<file path="src/rtl/fxa_pkg.sv">
package fxa_pkg;
   localparam int unsigned OFF_ID    = 'h00;
   localparam int unsigned OFF_TEST  = 'h04;
   localparam int unsigned OFF_OPER  = 'h08;
   localparam int unsigned OFF_STAT  = 'h20;
   localparam int unsigned OFF_IWORD = 'h24;
   localparam int unsigned OFF_ISET  = 'h60;
   localparam int unsigned OFF_ICLR  = 'h64;

   typedef enum logic [2:0] {
      SEL_NONE,
      SEL_ID,
      SEL_TEST,
      SEL_OPER,
      SEL_STAT,
      SEL_IWORD
   } rd_sel_e;

   typedef struct packed {
      logic test;
      logic oper;
      logic stat;
      logic iset;
      logic iclr;
   } wr_strb_t;
endpackage

</file>
<file path="src/rtl/fxa_decode.sv">
module fxa_decode
   import fxa_pkg::*;
#(
   parameter int ADDR_W = 8
) (
   input  logic [ADDR_W-1:0] addr,
   input  logic              wr,
   input  logic              rd,
   input  logic              full,
   output wr_strb_t          wstrb,
   output logic              rd_go,
   output rd_sel_e           rsel
);
   localparam logic [ADDR_W-1:0] A_ID    = ADDR_W'(OFF_ID);
   localparam logic [ADDR_W-1:0] A_TEST  = ADDR_W'(OFF_TEST);
   localparam logic [ADDR_W-1:0] A_OPER  = ADDR_W'(OFF_OPER);
   localparam logic [ADDR_W-1:0] A_STAT  = ADDR_W'(OFF_STAT);
   localparam logic [ADDR_W-1:0] A_IWORD = ADDR_W'(OFF_IWORD);
   localparam logic [ADDR_W-1:0] A_ISET  = ADDR_W'(OFF_ISET);
   localparam logic [ADDR_W-1:0] A_ICLR  = ADDR_W'(OFF_ICLR);

   logic wr_ok;
   assign wr_ok = wr && full;
   assign rd_go = rd;

   always_comb begin
      wstrb      = '0;
      wstrb.test = wr_ok && (addr == A_TEST);
      wstrb.oper = wr_ok && (addr == A_OPER);
      wstrb.stat = wr_ok && (addr == A_STAT);
      wstrb.iset = wr_ok && (addr == A_ISET);
      wstrb.iclr = wr_ok && (addr == A_ICLR);
   end

   always_comb begin
      rsel = SEL_NONE;
      if (full) begin
         unique case (addr)
            A_ID:    rsel = SEL_ID;
            A_TEST:  rsel = SEL_TEST;
            A_OPER:  rsel = SEL_OPER;
            A_STAT:  rsel = SEL_STAT;
            A_IWORD: rsel = SEL_IWORD;
            default: rsel = SEL_NONE;
         endcase
      end
   end
endmodule

</file>
<file path="src/rtl/fxa_fact_engine.sv">
module fxa_fact_engine #(
   parameter int DATA_W      = 32,
   parameter bit EXIT_AT_ONE = 1'b0
) (
   input  logic              clk,
   input  logic              rst_n,
   input  logic              start,
   input  logic [DATA_W-1:0] operand,
   output logic              busy,
   output logic              done,
   output logic [DATA_W-1:0] value
);
   logic [DATA_W-1:0] acc;
   logic [DATA_W-1:0] cnt;
   logic              last;

   generate
      if (EXIT_AT_ONE) begin : g_exit_one
         assign last = (cnt <= DATA_W'(1));
      end else begin : g_exit_zero
         assign last = (cnt == '0);
      end
   endgenerate

   always_ff @(posedge clk) begin
      if (!rst_n) begin
         acc   <= '0;
         cnt   <= '0;
         busy  <= 1'b0;
         done  <= 1'b0;
         value <= '0;
      end else begin
         done <= 1'b0;
         if (start && !busy) begin
            value <= operand;
            cnt   <= operand;
            acc   <= DATA_W'(1);
            busy  <= 1'b1;
         end else if (busy) begin
            if (last) begin
               value <= acc;
               busy  <= 1'b0;
               done  <= 1'b1;
            end else begin
               acc <= acc * cnt;
               cnt <= cnt - DATA_W'(1);
            end
         end
      end
   end
endmodule

</file>
<file path="src/rtl/fxa_irq_word.sv">
module fxa_irq_word #(
   parameter int DATA_W   = 32,
   parameter int FACT_BIT = 0,
   parameter int DMA_BIT  = 8
) (
   input  logic              clk,
   input  logic              rst_n,
   input  logic              set_en,
   input  logic              clr_en,
   input  logic [DATA_W-1:0] mask,
   input  logic              fact_evt,
   input  logic              dma_evt,
   output logic [DATA_W-1:0] word,
   output logic              level
);
   logic [DATA_W-1:0] sets;
   logic [DATA_W-1:0] clrs;

   always_comb begin
      sets = set_en ? mask : '0;
      sets[FACT_BIT] = sets[FACT_BIT] | fact_evt;
      sets[DMA_BIT]  = sets[DMA_BIT]  | dma_evt;
      clrs = clr_en ? mask : '0;
   end

   always_ff @(posedge clk) begin
      if (!rst_n) word <= '0;
      else        word <= (word & ~clrs) | sets;
   end

   assign level = |word;
endmodule

</file>
<file path="src/rtl/fact_mmio_unit.sv">
module fact_mmio_unit
   import fxa_pkg::*;
#(
   parameter int          ADDR_W      = 8,
   parameter int          DATA_W      = 32,
   parameter logic [31:0] ID_VALUE    = 32'h0100_00ED,
   parameter int          BUSY_BIT    = 0,
   parameter int          EN_BIT      = 7,
   parameter int          FACT_BIT    = 0,
   parameter int          DMA_BIT     = 8,
   parameter bit          EXIT_AT_ONE = 1'b0
) (
   input  logic              clk,
   input  logic              rst_n,
   input  logic [ADDR_W-1:0] bus_addr,
   input  logic [DATA_W-1:0] bus_wdata,
   input  logic              bus_wr,
   input  logic              bus_rd,
   input  logic              bus_full,
   output logic [DATA_W-1:0] bus_rdata,
   input  logic              dma_evt,
   output logic              irq_out
);
   localparam logic [DATA_W-1:0] ALL_ONES = '1;

   generate
      if (ADDR_W < 7) begin : g_bad_addr
         $error("fact_mmio_unit: ADDR_W must reach offset 0x64");
      end
      if (DATA_W != 32) begin : g_bad_data
         $error("fact_mmio_unit: DATA_W must be 32");
      end
      if (EN_BIT >= DATA_W || BUSY_BIT >= DATA_W || EN_BIT == BUSY_BIT) begin : g_bad_stat
         $error("fact_mmio_unit: status bit positions invalid");
      end
      if (DMA_BIT >= DATA_W || FACT_BIT >= DATA_W) begin : g_bad_irq
         $error("fact_mmio_unit: interrupt bit positions invalid");
      end
   endgenerate

   wr_strb_t          wstrb;
   logic              rd_go;
   rd_sel_e           rsel;
   logic [DATA_W-1:0] test_q;
   logic              irq_en_q;
   logic              eng_busy;
   logic              eng_done;
   logic [DATA_W-1:0] eng_value;
   logic [DATA_W-1:0] irq_word;
   logic [DATA_W-1:0] stat_view;
   logic [DATA_W-1:0] rd_mux;

   fxa_decode #(.ADDR_W(ADDR_W)) u_dec (
      .addr  (bus_addr),
      .wr    (bus_wr),
      .rd    (bus_rd),
      .full  (bus_full),
      .wstrb (wstrb),
      .rd_go (rd_go),
      .rsel  (rsel)
   );

   fxa_fact_engine #(.DATA_W(DATA_W), .EXIT_AT_ONE(EXIT_AT_ONE)) u_eng (
      .clk     (clk),
      .rst_n   (rst_n),
      .start   (wstrb.oper),
      .operand (bus_wdata),
      .busy    (eng_busy),
      .done    (eng_done),
      .value   (eng_value)
   );

   fxa_irq_word #(.DATA_W(DATA_W), .FACT_BIT(FACT_BIT), .DMA_BIT(DMA_BIT)) u_irq (
      .clk      (clk),
      .rst_n    (rst_n),
      .set_en   (wstrb.iset),
      .clr_en   (wstrb.iclr),
      .mask     (bus_wdata),
      .fact_evt (eng_done && irq_en_q),
      .dma_evt  (dma_evt),
      .word     (irq_word),
      .level    (irq_out)
   );

   always_ff @(posedge clk) begin
      if (!rst_n) begin
         test_q   <= '0;
         irq_en_q <= 1'b0;
      end else begin
         if (wstrb.test) test_q   <= ~bus_wdata;
         if (wstrb.stat) irq_en_q <= bus_wdata[EN_BIT];
      end
   end

   always_comb begin
      stat_view           = '0;
      stat_view[BUSY_BIT] = eng_busy;
      stat_view[EN_BIT]   = irq_en_q;
   end

   always_comb begin
      unique case (rsel)
         SEL_ID:    rd_mux = ID_VALUE;
         SEL_TEST:  rd_mux = test_q;
         SEL_OPER:  rd_mux = eng_value;
         SEL_STAT:  rd_mux = stat_view;
         SEL_IWORD: rd_mux = irq_word;
         default:   rd_mux = ALL_ONES;
      endcase
   end

   always_ff @(posedge clk) begin
      if (!rst_n)     bus_rdata <= '0;
      else if (rd_go) bus_rdata <= rd_mux;
   end
endmodule

</file>
<file path="config.mk">
export PLATFORM = sky130hd
export DESIGN_NAME = fact_mmio_unit
export DESIGN_NICKNAME = d
export VERILOG_FILES = /design/src/rtl/fxa_pkg.sv /design/src/rtl/fxa_decode.sv /design/src/rtl/fxa_fact_engine.sv /design/src/rtl/fxa_irq_word.sv /design/src/rtl/fact_mmio_unit.sv
export SDC_FILE = /design/constraint.sdc
export NUM_CORES = 2
export LEC_CHECK = 0
export BUFFER_PORTS_ARGS = -buffer_cell sky130_fd_sc_hd__buf_2
export CAP_MARGIN = 20
export CORE_UTILIZATION = 55
export CTS_CLUSTER_DIAMETER = 50
export DETAILED_ROUTE_END_ITERATION = 8
export PLACE_DENSITY = 0.71
export REMOVE_ABC_BUFFERS = 1
export SLEW_MARGIN = 10
export SYNTH_ARGS = -nofsm -noshare
export SYNTH_HDL_FRONTEND = slang
export SYNTH_SLANG_ARGS = --single-unit
</file>
<file path="constraint.sdc">
create_clock -name clk -period 9.55 [get_ports clk]
set_input_delay 1.91 -clock clk [delete_from_list [all_inputs] [get_ports clk]]
set_output_delay 1.91 -clock clk [all_outputs]
set_load 0.05 [all_outputs]
</file>
* Word level (Yosys, flattened, before mapping)
Cells that the tools add are included.
** Cells by class
- Equal/unequal tests :: 12
- Order comparisons :: 0
- Add/subtract/negate cells :: 1
- Div/mod/pow operators :: 0
- Bitwise operators :: 9
- Muxes and demuxes :: 18
- Reduce and logical (&&, ||, !) cells :: 19
- Shift-type cells :: 0
- Multipliers :: 1
** Operators by type and width (number)
- 32-bit 2-to-1 mux :: 8
- 32-bit one-hot mux with 5 select lines :: 1
- 32-bit NOT :: 2
- 32-bit bitwise AND :: 1
- 32-bit logical NOT :: 1
- 32-bit by 32-bit multiplier with 32-bit output :: 1
- 32-bit OR :: 1
- 32-bit OR reduction :: 1
- 32-bit by 1-bit subtractor with 32-bit output (second input constant) :: 1
- 8-bit by 6-bit equality test with 1-bit output (second input constant) :: 2
- 8-bit by 7-bit equality test with 1-bit output (second input constant) :: 2
- 3-bit one-hot mux with 5 select lines :: 1
- 8-bit by 3-bit equality test with 1-bit output (second input constant) :: 1
- 8-bit by 4-bit equality test with 1-bit output (second input constant) :: 1
- 1-bit logical AND :: 8
- 8-bit logical NOT :: 1
- 1-bit 2-to-1 mux :: 7
- 3-bit by 2-bit equality test with 1-bit output (second input constant) :: 2
- 3-bit equality test (second input constant) :: 2
- 2-bit AND reduction :: 3
- 2-bit nonzero test :: 2
- 3-bit by 1-bit equality test with 1-bit output (second input constant) :: 1
- 3-bit 2-to-1 mux :: 1
- 1-bit NOT :: 3
- 5 further kinds :: 6
** Word-level totals
- Output and inout bits :: 33
- Memories :: 0
- Memory bits (writable) :: 0
- Input port bits :: 46
- Bits in read-only memories :: 0
- Word-level logic and storage cells :: 70
- Register bits :: 195
- Latch bits :: 0

* Longest topological paths before layout
- Depth in word-level cells :: 6
- Gate-level depth with buffers :: 26
- Gate-level depth less buffers :: 24

* Hierarchy
Synthesis repeated with hierarchy kept, for this count alone.
** Second synthesis, totals
- Cells, all modules :: 2748
- Area total of the unflattened synthesis :: 24245.8 um^2
** By module, submodules not included
- fxa_fact_engine :: instances 1, cells each 2269, area each 19809.0 um^2, seq. area each 1961.9 um^2
- fact_mmio_unit :: instances 1, cells each 307, area each 2959.1 um^2, seq. area each 1301.2 um^2
- fxa_irq_word :: instances 1, cells each 148, area each 1320.0 um^2, seq. area each 640.6 um^2
- fxa_decode :: instances 1, cells each 24, area each 157.7 um^2, seq. area each 0.0 um^2

* Least setup slack after synthesis
OpenSTA, ideal clock, no wires.
- Path type :: register -> register
- From :: reg u_eng.cnt[8]
- To :: reg u_eng.acc[31]
- Period minus slack after synthesis :: 6823 ps
- Cell stages (with the launch flop) :: 22
- Library setup time :: 133 ps
- Setup slack :: 2727 ps
- Path buffers :: 2
- Data arrival time :: 6690 ps
- Required time :: 9417 ps
- Cells stage by stage :: dfxtp_1 clkbuf_1 clkbuf_1 nand2_1 fa_1 fa_1 fa_1 inv_1 fa_1 fa_1 fa_1 fa_1 fa_1 ha_1 o21ai_0 a21oi_1 o41ai_1 o22ai_1 o41ai_1 o21ai_0 xnor2_1 a21oi_1
** Between the ends
- Word-level cells in the longest chain between the ends :: 3
- Elaborated cells between the ends (all ways) :: 4
- Classes of those cells :: mul: 1; bitwise: 1; reduce/logical: 2
** Ends and longest elaborated chain
- start: declaration :: line fxa_fact_engine.sv:14 : logic [DATA_W-1:0] cnt;
- start signal: assignment :: line fxa_fact_engine.sv:36 : cnt <= operand;
- start signal: assignment :: line fxa_fact_engine.sv:46 : cnt <= cnt - DATA_W'(1);
- parallel branches: the longest is 3 deep, another holds 32-bit by 32-bit multiplier with 32-bit output
- end signal: assignment :: line fxa_fact_engine.sv:45 : acc <= acc * cnt;
- end: declaration :: line fxa_fact_engine.sv:13 : logic [DATA_W-1:0] acc;
Parallel ways; which one is timed is not known.
A chain may end at the register's enable or synchronous reset.

* Final worst setup path
- From :: reg u_eng.acc[10]
- To :: reg u_eng.acc[31]
** Between the ends
- Word-level cells in the longest chain between the ends :: 1
** Ends and longest elaborated chain (line)
- 32-bit by 32-bit multiplier with 32-bit output :: fxa_fact_engine.sv:45
Every way passes these cells.

==> impl_metrics.env <==
export IMPL_stdcell_count=3301
export IMPL_clock_skew_ns=0.0117
export IMPL_total_power_mw=1.67
export IMPL_synthAdderAreaFrac_pct=40.4
export IMPL_netlist_area_um2=24100
export IMPL_finalHoldViolCount=0
export IMPL_path_cells="buf_4 -> and2_1 -> fa_1 -> inv_1 -> fa_1 -> fa_1 -> inv_1 -> fa_1 -> fa_1 -> fa_1 -> fa_1 -> fa_1 -> ha_1 -> o21ai_0 -> a21oi_1 -> o41ai_1 -> o22ai_1 -> o41ai_1 -> o21ai_0 -> xnor2_1 -> a21oi_1"
export IMPL_postRouteAntennaNets=0
export IMPL_synth_compound_area_share_pct=10.4
export IMPL_fill_cells=3761
export IMPL_critPathKind="reg2reg"
export IMPL_coreArea_um2=43100
export IMPL_p_comb_share_pct=6.2
export IMPL_cp_common_cell="fa_1"
export IMPL_grt_max_degree=99
export IMPL_fin_tns_setup_ns=0
export IMPL_ioPinCount=79
export IMPL_synthCells=2743
export IMPL_slowest_stage="dfxtp_1"
export IMPL_synth_seq_cells=195
export IMPL_cts_hold_buffers=0
export IMPL_synth_top_family_by_area="adder cells"
export IMPL_ys_seq_area_share_pct=16.2
export IMPL_crit_family="adder cells"
export IMPL_leakagePower_nw=11.4
export IMPL_fmaxAchievable_mhz=126
export IMPL_setup_ws_ns=1.62
export IMPL_die_height_um=211
export IMPL_switchingPower_mw=0.468
export IMPL_cp_slowest_stage_delay_ns=0.97
export IMPL_post_place_ws_ns=1.75
export IMPL_crit_buf_inv=3
export IMPL_antenna_found_initial=3
export IMPL_final_max_slew_violation_count=0
export IMPL_run_status="finished clean"
export IMPL_ys_types=73
export IMPL_crit_path_end_kind="flop"
export IMPL_drt_iter0_markers=1628
export IMPL_hpwlAfterDp_um=53000
export IMPL_rsz0062_at_grt="no"
export IMPL_sequentialPowerShare_pct=49.7
export IMPL_wirelength_um=70900
export IMPL_cts_path_max_buffers=2
export IMPL_yosys_area_share_simple_pct=18.3
export IMPL_vias=19300
export IMPL_clkSinkCount=195
export IMPL_worstPathRequired_ns=9.88
export IMPL_nets=3276
export IMPL_grt_ovfl_total=0
export IMPL_ir_drop_uv=132
export IMPL_wl_per_cell_um=21.5
export IMPL_synth_xor_area_share_pct=3.26
export IMPL_cts_max_level=4
export IMPL_final_common_cell="inv_1"
export IMPL_worst_slew_pin_slew_ns=1.26
export IMPL_period_minus_slack_ns=7.93
export IMPL_finalWeightedCongestion=0.927
export IMPL_synth_area_per_cell_um2=8.77
export IMPL_cellPowerDensity_nw_per_um2=65.8
export IMPL_post_cts_buffers=0
export IMPL_dp_cells=3263
export IMPL_muxShareOfSynthArea_pct=1.88
export IMPL_drive_gt1_share_pct=7.78
export IMPL_dieArea_um2=44600
export IMPL_first_pass_iters=7
export IMPL_cts_buffers_inserted=17
export IMPL_cts_resized=0
export IMPL_pwr_share_clk_pct=44.1
export IMPL_arrival_ns=8.25
export IMPL_p_sw_share_pct=28.0
export IMPL_clk_latency_ns=0.46
export IMPL_numPortBuffers=78
export IMPL_hp_class="reg2reg"
export IMPL_critPathMaxFanout=15
export IMPL_synth_edf_count=0
export IMPL_yosys_warnings=0
export IMPL_fp_dieW_um=211
export IMPL_grt_pass1_vias=20200
export IMPL_final_util_pct=58.9
export IMPL_clk_pin_slew_ns=0.08
export IMPL_num_rows=76
export IMPL_grt_pass1_wl_um=113000
export IMPL_p_int_mw=1.20
export IMPL_final_area_um2=25400
export IMPL_grt_total_usage_pct=33.2
export IMPL_fin_crit_sh_pct=83.0
export IMPL_slew_headroom_pct=16.2
export IMPL_syn_to_final_growth_pct=5.55
export IMPL_start_util_pct=55.8
export IMPL_layout_common_cells="inv_1, fa_1, nand2_1"
export IMPL_cts_tree="built"
export IMPL_synthArstFlopShare_pct=0
export IMPL_ys_flop_type="dfxtp_1"
export IMPL_placed_cell_area_um2=24800
export IMPL_viasPerCell=5.86
export IMPL_root_buffer="clkbuf_16"
export IMPL_setup_viol=0
export IMPL_hold_ws_ns=0.456
export IMPL_max_cap_violations=0
export IMPL_drc=0
export IMPL_startpoint_type="flop"
## power by group through the flow
stage               Clock [mW]  Sequential, mW  Combinational (mW)
floorplan                    0           0.881              0.0227
global placement             0           0.848               0.102
detailed placement           0           0.848               0.103
CTS                      0.743           0.829               0.104
global route             0.772           0.830               0.109
finish                   0.737           0.829               0.104
## sequential cells by signal, indices dropped and copies added, names as in the netlist, 32 cells and up
name,flops
u_irq.word,32
test_q,32
u_eng.value,32
u_eng.cnt,32
u_eng.acc,32
bus_rdata,32
## cells by family (layout without fill, tap and decap cells)
kind of cell / count (synthesis) / after routing
compound gates: 393 / 393
xor+xnor: 88 / 88
fa+ha+maj: 532 / 532
buf+inv: 596 / 564
flops: 195 / 195
mux: 41 / 41
other cells: 0 / 5
simple gates: 898 / 898
## area by class of cell
type                    count  area, µm²  share of cell area (%)
multi-input cells        1952      17900                    70.5
flip-flops and latches    195       3910                    15.4
inverters                 412       1550                    6.10
well taps                 585        732                    2.88
repair buffers            120        718                    2.83
clock buffers              19        443                    1.74
clock inverters            13        138                   0.542
diodes                      5       12.5                  0.0493
## per-layer routing
| metal | track usage [%] | routed length [µm] |
|---|---|---|
| met3 | 6.11 | 6500 |
| met4 | 13.5 | 2970 |
| met1 | 43.7 | 28200 |
| met5 | 0 | 10 |
| met2 | 53.9 | 33200 |
## cells in the mapped netlist, types with 4 or more instances
cell type  count  share of area, %
a211o_1        5              0.18
a211oi_1      41               1.3
a21o_1         6              0.19
a21oi_1      120               2.5
a221oi_1       5              0.18
a22oi_1       78               2.4
a31oi_1       19              0.49
and2_1       286               7.4
and3_1         4              0.10
buf_1          4             0.062
buf_2         11              0.23
clkbuf_1     165               2.6
dfxtp_1      195                16
fa_1         408                34
ha_1         124               6.4
inv_1        412               6.4
mux2_2        33               1.5
mux2i_1        7              0.29
nand2_1      393               6.1
nand2b_1       6              0.16
nand3_1       10              0.21
nand4_1        5              0.13
nor2_1       122               1.9
nor2b_1        6              0.16
nor3_1        17              0.35
nor4_1        12              0.31
o211ai_1      11              0.34
o21a_1         4              0.12
o21ai_0       70               1.5
o311ai_0       4              0.15
o31ai_1        4              0.12
or3_1         11              0.29
xnor2_1       70               2.5
xor2_1        17              0.62
## path summary, 6_finish.rpt
| kind | startpoint | to | slack (ns) | cells after the start |
|---|---|---|---|---|
| hold / removal | u_eng.value[16] | u_eng.value[16] | 0.46 | 2 |
| setup / recovery | u_eng.acc[10] | u_eng.acc[31] | 1.62 | 21 |
| setup reg to reg | u_eng.acc[10] | u_eng.acc[31] | 1.62 | 21 |
| hold reg to reg | u_eng.value[16] | u_eng.value[16] | 0.46 | 2 |
## worst reg2reg max path, cell delays in order (launching register included)
cell and delay [ns]:
dfxtp_1 0.97, buf_4 0.37, and2_1 0.19, fa_1 0.42, inv_1 0.08, fa_1 0.48, fa_1 0.57, inv_1 0.06
fa_1 0.41, fa_1 0.48, fa_1 0.59, fa_1 0.45, fa_1 0.45, ha_1 0.38, o21ai_0 0.32, a21oi_1 0.14
o41ai_1 0.33, o22ai_1 0.21, o41ai_1 0.45, o21ai_0 0.21, xnor2_1 0.17, a21oi_1 0.08
(Power assumes the default switching activity.)
